## src/rtl/pwm_pkg.sv

```systemverilog
package pwm_pkg;

    // Channel output behaviour selected by the 2-bit mode field
    typedef enum logic [1:0] {
        PWM_OFF     = 2'b00,
        PWM_OFF_ALT = 2'b01,
        PWM_NORM    = 2'b10,
        PWM_INV     = 2'b11
    } pwm_mode_e;

    // Resolution select encoding
    typedef enum logic [1:0] {
        RES_8   = 2'b00,
        RES_9   = 2'b01,
        RES_10  = 2'b10,
        RES_10B = 2'b11
    } pwm_res_e;

endpackage

```

## src/rtl/pwm_updown_counter.sv

```systemverilog
// Up/down ramp counter shared by all PWM channels.
// Counts 0 -> top -> 0 on each cycle where tick is high.
// Also exposes the value it is about to take (cnt_nxt), the direction of
// that step, and whether that step lands on the ceiling.
// Assumes: res_sel may change at any time. If the count is above the new
// ceiling, the next tick pulls it back to the ceiling.
module pwm_updown_counter
    import pwm_pkg::*;
#(
    parameter int CNT_W = 10,
    parameter int MIN_W = 8
) (
    input  logic             clk,
    input  logic             rst_n,
    input  logic             tick,
    input  logic [1:0]       res_sel,
    output logic [CNT_W-1:0] cnt_q,
    output logic             down_q,
    output logic [CNT_W-1:0] top,
    output logic [CNT_W-1:0] cnt_nxt,
    output logic             moving_up,
    output logic             arrive_top
);
    localparam logic [CNT_W-1:0] TOP_LO  = CNT_W'((1 << MIN_W) - 1);
    localparam logic [CNT_W-1:0] TOP_MID = CNT_W'((1 << (MIN_W + 1)) - 1);
    localparam logic [CNT_W-1:0] TOP_HI  = {CNT_W{1'b1}};

    logic down_nxt;

    // Ceiling value from the resolution select
    always_comb begin
        unique case (pwm_res_e'(res_sel))
            RES_8:   top = TOP_LO;
            RES_9:   top = TOP_MID;
            default: top = TOP_HI;
        endcase
    end

    // Next count value and direction for the next tick
    always_comb begin
        moving_up = !down_q;
        if (!down_q) begin
            if (cnt_q >= top) cnt_nxt = top;
            else              cnt_nxt = cnt_q + 1'b1;
            down_nxt = (cnt_nxt == top);
        end else begin
            if (cnt_q > top)  cnt_nxt = top;
            else              cnt_nxt = cnt_q - 1'b1;
            down_nxt = (cnt_nxt != '0);
        end
        arrive_top = tick && (cnt_nxt == top);
    end

    // Counter and direction registers, advanced only on a tick
    always_ff @(posedge clk) begin
        if (!rst_n) begin
            cnt_q  <= '0;
            down_q <= 1'b0;
        end else if (tick) begin
            cnt_q  <= cnt_nxt;
            down_q <= down_nxt;
        end
    end

    assert_hold_no_tick_R4: assert property (@(posedge clk) disable iff (!rst_n)
        !tick |=> ($stable(cnt_q) && $stable(down_q)));

    assert_turn_at_top_R3: assert property (@(posedge clk) disable iff (!rst_n)
        (tick && !down_q && ((cnt_q + 1'b1) == top)) |=> (down_q && cnt_q == $past(top)));

    assert_turn_at_zero_R3: assert property (@(posedge clk) disable iff (!rst_n)
        (tick && down_q && cnt_q == CNT_W'(1)) |=> (!down_q && cnt_q == '0));

    assert_top_width_R2: assert property (@(posedge clk) disable iff (!rst_n)
        (top == TOP_LO) || (top == TOP_MID) || (top == TOP_HI));

endmodule

```

## src/rtl/pwm_cmp_channel.sv

```systemverilog
// One compare channel.
// Holds a buffered compare value, which becomes active when the counter
// arrives at the ceiling. Sets or clears its waveform register on compare
// matches according to the mode and the direction of the counter.
// Assumes: cnt_nxt, moving_up and arrive_top come from the shared counter
// and describe the step taken on the current tick. The output register
// therefore changes in the same cycle as the count.
module pwm_cmp_channel
    import pwm_pkg::*;
#(
    parameter int CNT_W = 10
) (
    input  logic             clk,
    input  logic             rst_n,
    input  logic             tick,
    input  logic             prescaled,
    input  logic [1:0]       mode,
    input  logic             wr,
    input  logic [CNT_W-1:0] wdata,
    input  logic [CNT_W-1:0] top,
    input  logic [CNT_W-1:0] cnt_nxt,
    input  logic             moving_up,
    input  logic             arrive_top,
    output logic             pwm,
    output logic             oe
);
    logic [CNT_W-1:0] hold_q;
    logic [CNT_W-1:0] act_q;
    logic [CNT_W-1:0] cmp_eff;
    logic             wave_q;
    logic             pend_q;
    logic             connected;
    logic             inv;
    logic             hit;
    logic             top_hit;
    pwm_mode_e        mode_e;

    // Decode of the mode field
    always_comb begin
        mode_e    = pwm_mode_e'(mode);
        connected = (mode_e == PWM_NORM) || (mode_e == PWM_INV);
        inv       = (mode_e == PWM_INV);
    end

    // Compare value in use this tick, masked to the resolution
    always_comb begin
        cmp_eff = (arrive_top ? hold_q : act_q) & top;
        hit     = tick && (cnt_nxt == cmp_eff);
        top_hit = hit && arrive_top;
    end

    // Holding register takes every software write
    always_ff @(posedge clk) begin
        if (!rst_n)  hold_q <= '0;
        else if (wr) hold_q <= wdata;
    end

    // Active compare is reloaded only when the counter reaches the ceiling
    always_ff @(posedge clk) begin
        if (!rst_n)          act_q <= '0;
        else if (arrive_top) act_q <= hold_q;
    end

    // Waveform register and the alternation flag for compare at the ceiling
    always_ff @(posedge clk) begin
        if (!rst_n) begin
            wave_q <= 1'b0;
            pend_q <= 1'b0;
        end else if (!connected) begin
            wave_q <= 1'b0;
            pend_q <= 1'b0;
        end else if (top_hit) begin
            if (!prescaled) begin
                pend_q <= 1'b0;
            end else if (!pend_q) begin
                wave_q <= inv;
                pend_q <= 1'b1;
            end else begin
                wave_q <= !inv;
                pend_q <= 1'b0;
            end
        end else if (hit) begin
            wave_q <= moving_up ? inv : !inv;
        end
    end

    assign pwm = wave_q;
    assign oe  = connected;

    assert_load_only_at_top_R8: assert property (@(posedge clk) disable iff (!rst_n)
        (act_q != $past(act_q)) |-> $past(arrive_top));

    assert_top_silent_R9: assert property (@(posedge clk) disable iff (!rst_n)
        (connected && top_hit && !prescaled) |=> $stable(wave_q));

    assert_noninv_up_clears_R6: assert property (@(posedge clk) disable iff (!rst_n)
        (mode_e == PWM_NORM && hit && !arrive_top && moving_up) |=> !wave_q);

    assert_inv_down_clears_R7: assert property (@(posedge clk) disable iff (!rst_n)
        (mode_e == PWM_INV && hit && !arrive_top && !moving_up) |=> !wave_q);

    assert_disconnected_low_R5: assert property (@(posedge clk) disable iff (!rst_n)
        !connected |=> !pwm);

endmodule

```

## src/rtl/dual_pwm_timer.sv

```systemverilog
// Dual-channel phase-correct PWM timer.
// One shared up/down counter drives N_CH compare channels, which a
// generate loop instantiates. Channel 0 is brought out as A, channel 1 as B.
// Assumes: cnt_tick comes from an external prescaler, and prescaled tells
// whether that prescaler divides the clock (it matters only when a compare
// value equals the ceiling).
module dual_pwm_timer
    import pwm_pkg::*;
#(
    parameter int CNT_W = 10,
    parameter int MIN_W = 8
) (
    input  logic             clk,
    input  logic             rst_n,
    input  logic             cnt_tick,
    input  logic             prescaled,
    input  logic [1:0]       res_sel,
    input  logic [1:0]       mode_a,
    input  logic [1:0]       mode_b,
    input  logic             wr_a,
    input  logic             wr_b,
    input  logic [CNT_W-1:0] data_a,
    input  logic [CNT_W-1:0] data_b,
    output logic             pwm_a,
    output logic             pwm_b,
    output logic             oe_a,
    output logic             oe_b,
    output logic [CNT_W-1:0] count,
    output logic             counting_down
);
    localparam int N_CH = 2;

    logic [CNT_W-1:0] top;
    logic [CNT_W-1:0] cnt_nxt;
    logic             moving_up;
    logic             arrive_top;

    logic [1:0]       mode_v [N_CH];
    logic             wr_v   [N_CH];
    logic [CNT_W-1:0] data_v [N_CH];
    logic             pwm_v  [N_CH];
    logic             oe_v   [N_CH];

    // Gather per-channel inputs into arrays
    always_comb begin
        mode_v[0] = mode_a;  mode_v[1] = mode_b;
        wr_v[0]   = wr_a;    wr_v[1]   = wr_b;
        data_v[0] = data_a;  data_v[1] = data_b;
    end

    pwm_updown_counter #(
        .CNT_W(CNT_W),
        .MIN_W(MIN_W)
    ) u_ramp (
        .clk       (clk),
        .rst_n     (rst_n),
        .tick      (cnt_tick),
        .res_sel   (res_sel),
        .cnt_q     (count),
        .down_q    (counting_down),
        .top       (top),
        .cnt_nxt   (cnt_nxt),
        .moving_up (moving_up),
        .arrive_top(arrive_top)
    );

    for (genvar g = 0; g < N_CH; g++) begin : g_ch
        pwm_cmp_channel #(
            .CNT_W(CNT_W)
        ) u_ch (
            .clk       (clk),
            .rst_n     (rst_n),
            .tick      (cnt_tick),
            .prescaled (prescaled),
            .mode      (mode_v[g]),
            .wr        (wr_v[g]),
            .wdata     (data_v[g]),
            .top       (top),
            .cnt_nxt   (cnt_nxt),
            .moving_up (moving_up),
            .arrive_top(arrive_top),
            .pwm       (pwm_v[g]),
            .oe        (oe_v[g])
        );
    end

    assign pwm_a = pwm_v[0];
    assign pwm_b = pwm_v[1];
    assign oe_a  = oe_v[0];
    assign oe_b  = oe_v[1];

    assert_reset_state_R1: assert property (@(posedge clk)
        !rst_n |=> (count == '0 && !counting_down && !pwm_a && !pwm_b));

    assert_count_in_range_R3: assert property (@(posedge clk) disable iff (!rst_n)
        $stable(res_sel) && $past(count) <= $past(top) |-> count <= top);

endmodule

```

## config.mk

```make
export PLATFORM = sky130hd
export DESIGN_NAME = dual_pwm_timer
export DESIGN_NICKNAME = d
export VERILOG_FILES = /design/src/rtl/pwm_pkg.sv /design/src/rtl/pwm_updown_counter.sv /design/src/rtl/pwm_cmp_channel.sv /design/src/rtl/dual_pwm_timer.sv
export SDC_FILE = /design/constraint.sdc
export NUM_CORES = 1
export LEC_CHECK = 0
export ABC_AREA = 1
export BUFFER_PORTS_ARGS = -buffer_cell sky130_fd_sc_hd__clkbuf_2
export CAP_MARGIN = 5
export CORE_MARGIN = 4
export CORE_UTILIZATION = 61
export DETAILED_ROUTE_END_ITERATION = 10
export GPL_ROUTABILITY_DRIVEN = 0
export PLACE_DENSITY = 0.9
export SKIP_LAST_GASP = 1
export SLEW_MARGIN = 20
export SYNTH_ARGS = -nofsm -noshare
export SYNTH_HDL_FRONTEND = slang
export SYNTH_SLANG_ARGS = --single-unit
```

## constraint.sdc

```tcl
create_clock -name clk -period 4.1 [get_ports clk]
set_input_delay 0 -clock clk [delete_from_list [all_inputs] [get_ports clk]]
set_output_delay 0 -clock clk [all_outputs]
set_load 0.02 [all_outputs]
```

==> results of run 1 <==
-- final cells by class --
class | count | area [um^2]
clock inverter | 1 | 30.0
timing repair buffer | 66 | 425
multi-input combinational | 420 | 2080
clock buffer | 6 | 72.6
fill | 463 | 1570
tap | 72 | 90.1
inverter | 72 | 270
sequential | 55 | 1100
-- tightest hold or removal path, cell delays in order --
cell      delay (ps)
clkbuf_2         100
nand2_1           70
a21oi_1           40
nand2_1           50
inv_1             30
-- where the power goes --
group	total [mW]	switching, mW	internal, mW	leakage, nW
logic	0.313	0.207	0.106	1.52
registers	0.588	0.0319	0.556	0.450
clock network	0.361	0.181	0.180	0.0513
total	1.26	0.420	0.842	2.02
-- per-stage QoR --
stage | hold slack, ps | area, um^2 | cells
floorplan | 135 | 3630 | 574
global placement | 222 | 3790 | 667
detailed placement | 229 | 3790 | 667
CTS | 3.69 | 4070 | 692
global route | 39.5 | 4070 | 692
finish | 10.0 | 4070 | 692
-- state kept, by name, indices dropped and copies added (netlist names) --
| register | count |
|---|---|
| g_ch.u_ch.pwm | 2 |
| g_ch.u_ch.hold_q | 20 |
| g_ch.u_ch.pend_q | 2 |
| g_ch.u_ch.act_q | 20 |
| u_ramp.cnt_q | 10 |
| u_ramp.down_q | 1 |
-- cell families (layout without fill, tap and decap cells) --
logic type | count (synthesis) | after routing | share of synthesized area
AND/OR/NAND/NOR | 317 | 317 | 0.400
AO/OA/AOI/OAI | 90 | 90 | 0.137
XOR/XNOR | 9 | 9 | 0.0217
flip-flops | 55 | 55 | 0.303
buffers and inverters | 99 | 145 | 0.125
adder cells (fa/ha/maj) | 4 | 4 | 0.0138
-- placed cells by master, fill, tap and decap left out, types with 2 or more instances in the layout --
| master | n |
|---|---|
| nand2_4 | 4 |
| o21ai_1 | 6 |
| inv_1 | 69 |
| clkbuf_8 | 5 |
| nand3_1 | 80 |
| inv_2 | 2 |
| clkbuf_2 | 46 |
| nand4_1 | 7 |
| nand2_1 | 137 |
| nor2_4 | 3 |
| nor2_1 | 63 |
| nor3_1 | 2 |
| ha_1 | 4 |
| xor2_1 | 8 |
| dlygate4sd3_1 | 18 |
| a21oi_1 | 38 |
| nand2_2 | 6 |
| nand3_2 | 3 |
| buf_4 | 2 |
| o21ai_0 | 32 |
| o21bai_1 | 2 |
| o211ai_1 | 3 |
| dfxtp_1 | 55 |
| nor2_2 | 6 |
-- final timing paths --
path	start	to	slack, ps	cells past startpoint
hold reg to reg	g_ch[0].u_ch.hold_q[1]	g_ch[0].u_ch.hold_q[1]	470	2
setup reg to reg	u_ramp.cnt_q[8]	g_ch[0].u_ch.pwm	580	22
hold / removal	mode_b[1]	g_ch[1].u_ch.pwm	10	5
setup / recovery	u_ramp.cnt_q[8]	g_ch[0].u_ch.pwm	580	22
-- layer usage --
layer / routed length, um / vias up
li1: - / 1939
met1: 4130 / 1740
met2: 4660 / 200
met3: 869 / 16
met4: 136 / 0
met5: 0 / -
==> impl_results.md, run 1 <==
- Fin crit share: 0.859
- CP arrival: 3750 ps
- Synth top area cells: dfxtp_1 (30%), nand2_1 (14%), nand3_1 (11%), inv_1 (7.1%), nor2_1 (6.5%)
- Fin. Hold Viols: 0
- CTS tree: built
- Final design utilization: 0.721
- Total power: 1.26 mW
- ANT cells: 0
- Synthesized cell area: 3630 um^2
- Drt first pass iters: 5
- Max Slew Vio Count: 0
- Max Cap Viol: 0
- Synth top area share: 0.303
- Layout area overhead: 12.0%
- Overflow after GRT: 0
- Setup WS pre-CTS: 640 ps
- RSZ-0062 raised after global routing: false
- Detailed Place HPWL: 6.89 mm
- ANT nets after route: 0
- CP startpoint kind: flip-flop
- Largest net degree at the start of global routing: 40
- Postcts setup bufs: 0
- Vias: 3895
- Maximum level of the CTS H-tree: 2
- CTS resizes: 0
- Syn nets: 610
- Core Area: 5640 um^2
- Number of synthesized flops with an enable pin: 0
- Setup_tns: 0 ps
- Maximum vdd ir drop: 0.000313 V
- Cell Chain, Critical Path: ha_1, nand2_1, nor2_4, a21oi_4, nand3_1, nand2_1, nand2_1, nand2_1, nand2_1, nor2_4, buf_4, nand3_1, nand3_1, nand2_1, nor2_1, nand2_1, nor2_2, nand3_1, nor2_1, nand2_1, nand2_1, inv_1
- CTS Buf Count: 5
- LEAKAGE: 2.02 nW
- Initial DRC Count: 456
- DRC Markers: 0
- Initial antenna violation count: 0
- Global-route wire length before repair: 16.1 mm
- Total GRT Usage: 0.271
- Synth Instances: 574
- Minimum clock period: 3520 ps
- Cell mode on critical path: nand2_1
- Die area: 7260 um^2
- Setup violators final: 0
- Clk_skew: 11.6 ps
- Ys Warns: 0
- M1 GR Usage: 0.351
- Share of cells above drive strength 1: 0.135
- Vias in the first global route: 3505
- Worst EP required: 4330 ps
- Clock-pin transition on the worst setup and hold timing paths: 100 ps
- Routed WL: 9.80 mm
- Most common cell in the synthesized netlist: nand2_1
- Root buffer cell: clkbuf_8
- Post-synthesis cell type count: 42
- PwrDens: 310 nW/um^2
- Ports: 47
- Status: finished, final reports clean
- Worst Setup Slack, final: 578 ps
- Crit-path max FO: 23
- Vias per std cell: 5.63
- CP Class: flip-flop to flip-flop
- Worst path bufs/invs: 2
- Synth Register Bits: 55
- Synthesized area per cell: 6.33 um^2
- Final net count: 656
- Clock latency on the worst-skew pair: 320 ps
- Initial Util: 0.644
- Die Height: 85.2 um
- Worst setup EP type: flip-flop
- Seq/Total Area, Yosys: 0.303
- Maximum clock rate: 284 MHz
- Top FF cell, synth: dfxtp_1
- HP Class: input pin to flip-flop
- Met2 Usage GRT: 0.458
- Met3 Usage GRT: 0.0544
- Port Buffers: 46
- Longest Clk Path Bufs: 2
- Die width: 85.2 um
- CP max stage delay: 530 ps
- Synth area leader: dfxtp_1
- Row cnt: 27
- CTS Sinks: 55
- Synth top cells by count: nand2_1 (137), nand3_1 (80), inv_1 (69), nor2_1 (63), dfxtp_1 (55)
- Slew headroom: 0.435
- Asr flop ratio synth: 0
- Average wire per standard cell: 14.2 um
- Hold-fix buffers at CTS: 18
- CP delay by family, top: simple AND/OR/NAND/NOR gates
- Most Crowded Layer GR: met2
- CP max-delay cell: dfxtp_1
- Worst slew pin tran: 846 ps
Note: power is estimated with default switching activity, not from simulation.
==> run 2, diff against run 1 <==
Settings changed: ABC_AREA 1 to not set, PLACE_DENSITY 0.9 to 0.89.
==> impl_results.md, run 2 <==
- Average wire per standard cell: 18.3 um (was 14.2 um)
- Total GRT Usage: 0.297 (was 0.271)
- Clk_skew: 11.5 ps (was 11.6 ps)
- CP Class: flip-flop to flip-flop (unchanged)
- Synth area leader: dfxtp_1 (unchanged)
- Total power: 1.20 mW (was 1.26 mW)
- Die Height: 85.7 um (was 85.2 um)
- Largest regs: g_ch.u_ch.act_q: 20 flops, g_ch.u_ch.hold_q: 20 flops, u_ramp.cnt_q: 10 flops (unchanged)
- Register area: 1100 um^2 (about the same)
- R2R cell count: 12 (was 22)
- Setup WS pre-CTS: 121 ps (was 640 ps)
- Area after DPL: 3970 um^2 (was 3790 um^2)
- LEAKAGE: 1.70 nW (was 2.02 nW)
- Port Buffers: 46 (unchanged)
- Ports: 47 (unchanged)
- Root buffer cell: clkbuf_8 (unchanged)
- Final design utilization: 0.731 (was 0.721)
- Drt first pass iters: 5 (unchanged)
- # fillers: 404 (was 463)
- Die area: 7350 um^2 (was 7260 um^2)
- Overflow after GRT: 0 (unchanged)
- Asr flop ratio synth: 0 (unchanged)
- Initial Util: 0.626 (was 0.644)
- Minimum clock period: 3870 ps (was 3520 ps)
- CP arrival: 4070 ps (was 3750 ps)
- Seq/Total Area, Yosys: 0.299 (was 0.303)
- Design area: 4300 um^2 (was 4070 um^2)
- Worst r2r dst: g_ch[1].u_ch.pwm (was g_ch[0].u_ch.pwm)
- Core Area: 5890 um^2 (was 5640 um^2)
- ANT nets after route: 0 (unchanged)
- Multi-input combinational cell area: 2410 um^2 (was 2080 um^2)
- Maximum level of the CTS H-tree: 2 (unchanged)
- Number of synthesized flops with an enable pin: 0 (unchanged)
- Most frequent cells in the layout: nand2_1 (64), dfxtp_1 (53), clkbuf_2 (46) (was nand2_1 (137), nand3_1 (80), inv_1 (69))
- Post-synthesis cell type count: 66 (was 42)
- CTS Buf Count: 5 (unchanged)
- Initial antenna violation count: 0 (unchanged)
- Ys Warns: 0 (unchanged)
- Synthesized cell area: 3690 um^2 (was 3630 um^2)
- Detailed Place HPWL: 7.30 mm (was 6.89 mm)
- R2R Setup Slk: 230 ps (was 580 ps)
- CP startpoint kind: flip-flop (unchanged)
- Routed WL: 10.6 mm (was 9.80 mm)
- Critical Path End: g_ch[1].u_ch.pwm (was g_ch[0].u_ch.pwm)
- Worst setup EP type: flip-flop (unchanged)
- RSZ-0062 raised after global routing: false (unchanged)
- CTS tree: built (unchanged)
- Synth Register Bits: 55 (unchanged)
- Worst Setup Slack, final: 229 ps (was 578 ps)
- Synth Instances: 450 (was 574)
- Commonest non-fill, non-tap cell in the layout: nand2_1 (unchanged)
- Fin crit share: 0.944 (was 0.859)
- Max Slew Vio Count: 0 (unchanged)
- Maximum clock rate: 258 MHz (was 284 MHz)
- Longest Clk Path Bufs: 2 (unchanged)
- Vias per std cell: 6.59 (was 5.63)
- Vias in the first global route: 3739 (was 3505)
- Worst slew pin tran: 908 ps (was 846 ps)
- Crit-path max FO: 11 (was 23)
- Synth top area share: 0.299 (was 0.303)
- Worst EP required: 4300 ps (was 4330 ps)
- Max Cap Viol: 0 (unchanged)
- Synth top area cells: dfxtp_1 (30%), mux2i_1 (6.5%), nand2_1 (6.5%), xnor2_1 (5.0%), nor2b_1 (4.4%) (was dfxtp_1 (30%), nand2_1 (14%), nand3_1 (11%), inv_1 (7.1%), nor2_1 (6.5%))
- Crit path from: u_ramp.cnt_q[5] (was u_ramp.cnt_q[8])
- Die width: 85.7 um (was 85.2 um)
- Clock-pin transition on the worst setup and hold timing paths: 100 ps (about the same)
- Vias: 3830 (was 3895)
- Maximum vdd ir drop: 0.000238 V (was 0.000313 V)
- HP Class: input pin to flip-flop (unchanged)
- Largest net degree at the start of global routing: 57 (was 40)
- Slew headroom: 0.395 (was 0.435)
- Reg-to-reg startpoint: u_ramp.cnt_q[5] (was u_ramp.cnt_q[8])
- Most common cell in the synthesized netlist: nand2_1 (unchanged)
- PwrDens: 278 nW/um^2 (was 310 nW/um^2)
- Layout area overhead: 16.7% (was 12.0%)
- Final net count: 541 (was 656)
- Setup violators final: 0 (unchanged)
- Fin. Hold Viols: 0 (unchanged)
- CTS Sinks: 55 (unchanged)
- Status: finished, final reports clean (unchanged)
- Global-route wire length before repair: 17.6 mm (was 16.1 mm)
- Synthesized area per cell: 8.19 um^2 (was 6.33 um^2)
- DRC Markers: 0 (unchanged)
- Setup_tns: 0 ps (unchanged)
- Top FF cell, synth: dfxtp_1 (unchanged)
- Row cnt: 28 (was 27)
- Share of cells above drive strength 1: 0.174 (was 0.135)
- Clock latency on the worst-skew pair: 310 ps (was 320 ps)
- Synth top cells by count: nand2_1 (64), dfxtp_1 (55), clkbuf_1 (28), nor2b_1 (26), mux2i_1 (24) (was nand2_1 (137), nand3_1 (80), inv_1 (69), nor2_1 (63), dfxtp_1 (55))
- Initial DRC Count: 475 (was 456)
- ANT cells: 0 (unchanged)
- Syn nets: 486 (was 610)
==> run 2: cell types whose count changed after synthesis, moves of 26 or more <==
cell,before,now
inv_1,69,9
nor2b_1,0,26
nand3_1,80,16
nand2_1,137,64
a21oi_1,38,10
nor2_1,63,16
==> run 2: cell type report <==
class | instances | area share
Inverter | 10 | 0.00873
Tap cell | 75 | 0.0218
Clock inverter | 2 | 0.00378
Timing Repair Buffer | 83 | 0.131
Multi-Input combinational cell | 350 | 0.561
Sequential cell | 55 | 0.257
Clock buffer | 6 | 0.0169
==> run 2: worst min-delay path by stage <==
stage	end	slack, ps	cells past startpoint	startpoint
after floorplan	oe_a	140	1	mode_a[1]
after global placement	oe_a	240	2	mode_a[1]
after detailed placement	oe_a	230	2	mode_a[1]
after CTS	g_ch[0].u_ch.pwm	10	4	mode_a[0]
after global routing	g_ch[0].u_ch.pwm	40	4	mode_a[0]
final	g_ch[0].u_ch.pwm	10	4	mode_a[0]
==> run 2: power by group <==
part,internal (mW),total (mW),switching (mW),leakage [nW]
Combinational,0.134,0.311,0.177,1.21
Clock,0.123,0.306,0.183,0.0418
Sequential,0.552,0.579,0.0265,0.449
==> run 2: layer usage <==
metal / routed length [um] / vias to the layer above / track usage
met4: 512 / 0 / 0.144
met2: 4920 / 288 / 0.493
met5: 0 / - / 0
li1: - / 1748 / -
met1: 4020 / 1738 / 0.363
met3: 1160 / 56 / 0.0682
==> run 2: critical path: stages, from the launching register on <==
cell	delay, ps
dfxtp_1	450
buf_4	230
nor4_1	550
nand3_1	250
xnor2_1	250
a211oi_1	370
buf_4	220
o21ai_0	120
nor2_1	390
a211oi_1	200
a2111oi_4	340
o2111a_1	290
o22ai_1	90
==> run 2: per-stage QoR <==
| step | hold slack [ps] | std cells |
|---|---|---|
| 2_1_floorplan | 144 | 450 |
| 3_3_place_gp | 236 | 550 |
| 3_5_place_dp | 234 | 550 |
| 4_1_cts | 12.3 | 581 |
| 5_1_grt | 42.5 | 581 |
| 6_report | 14.7 | 581 |
==> run 2: what timing repair did <==
action / in CTS / in global routing
hold endpoints to repair: 24 / 0
hold buffers: 23 / 0
resized for setup: 0 / 6
setup endpoints to repair: 0 / 4
setup buffers: 0 / 0
==> run 2: cell families (layout without fill, tap and decap cells) <==
logic type | Yosys count | count (layout) | share of synthesized area
AND/OR/NAND/NOR | 168 | 168 | 0.231
AO/OA/AOI/OAI | 124 | 124 | 0.267
flip-flops | 55 | 55 | 0.299
buffers and inverters | 45 | 101 | 0.0509
XOR/XNOR | 28 | 28 | 0.0665
multiplexers | 26 | 26 | 0.0723
adder cells (fa/ha/maj) | 4 | 4 | 0.0136
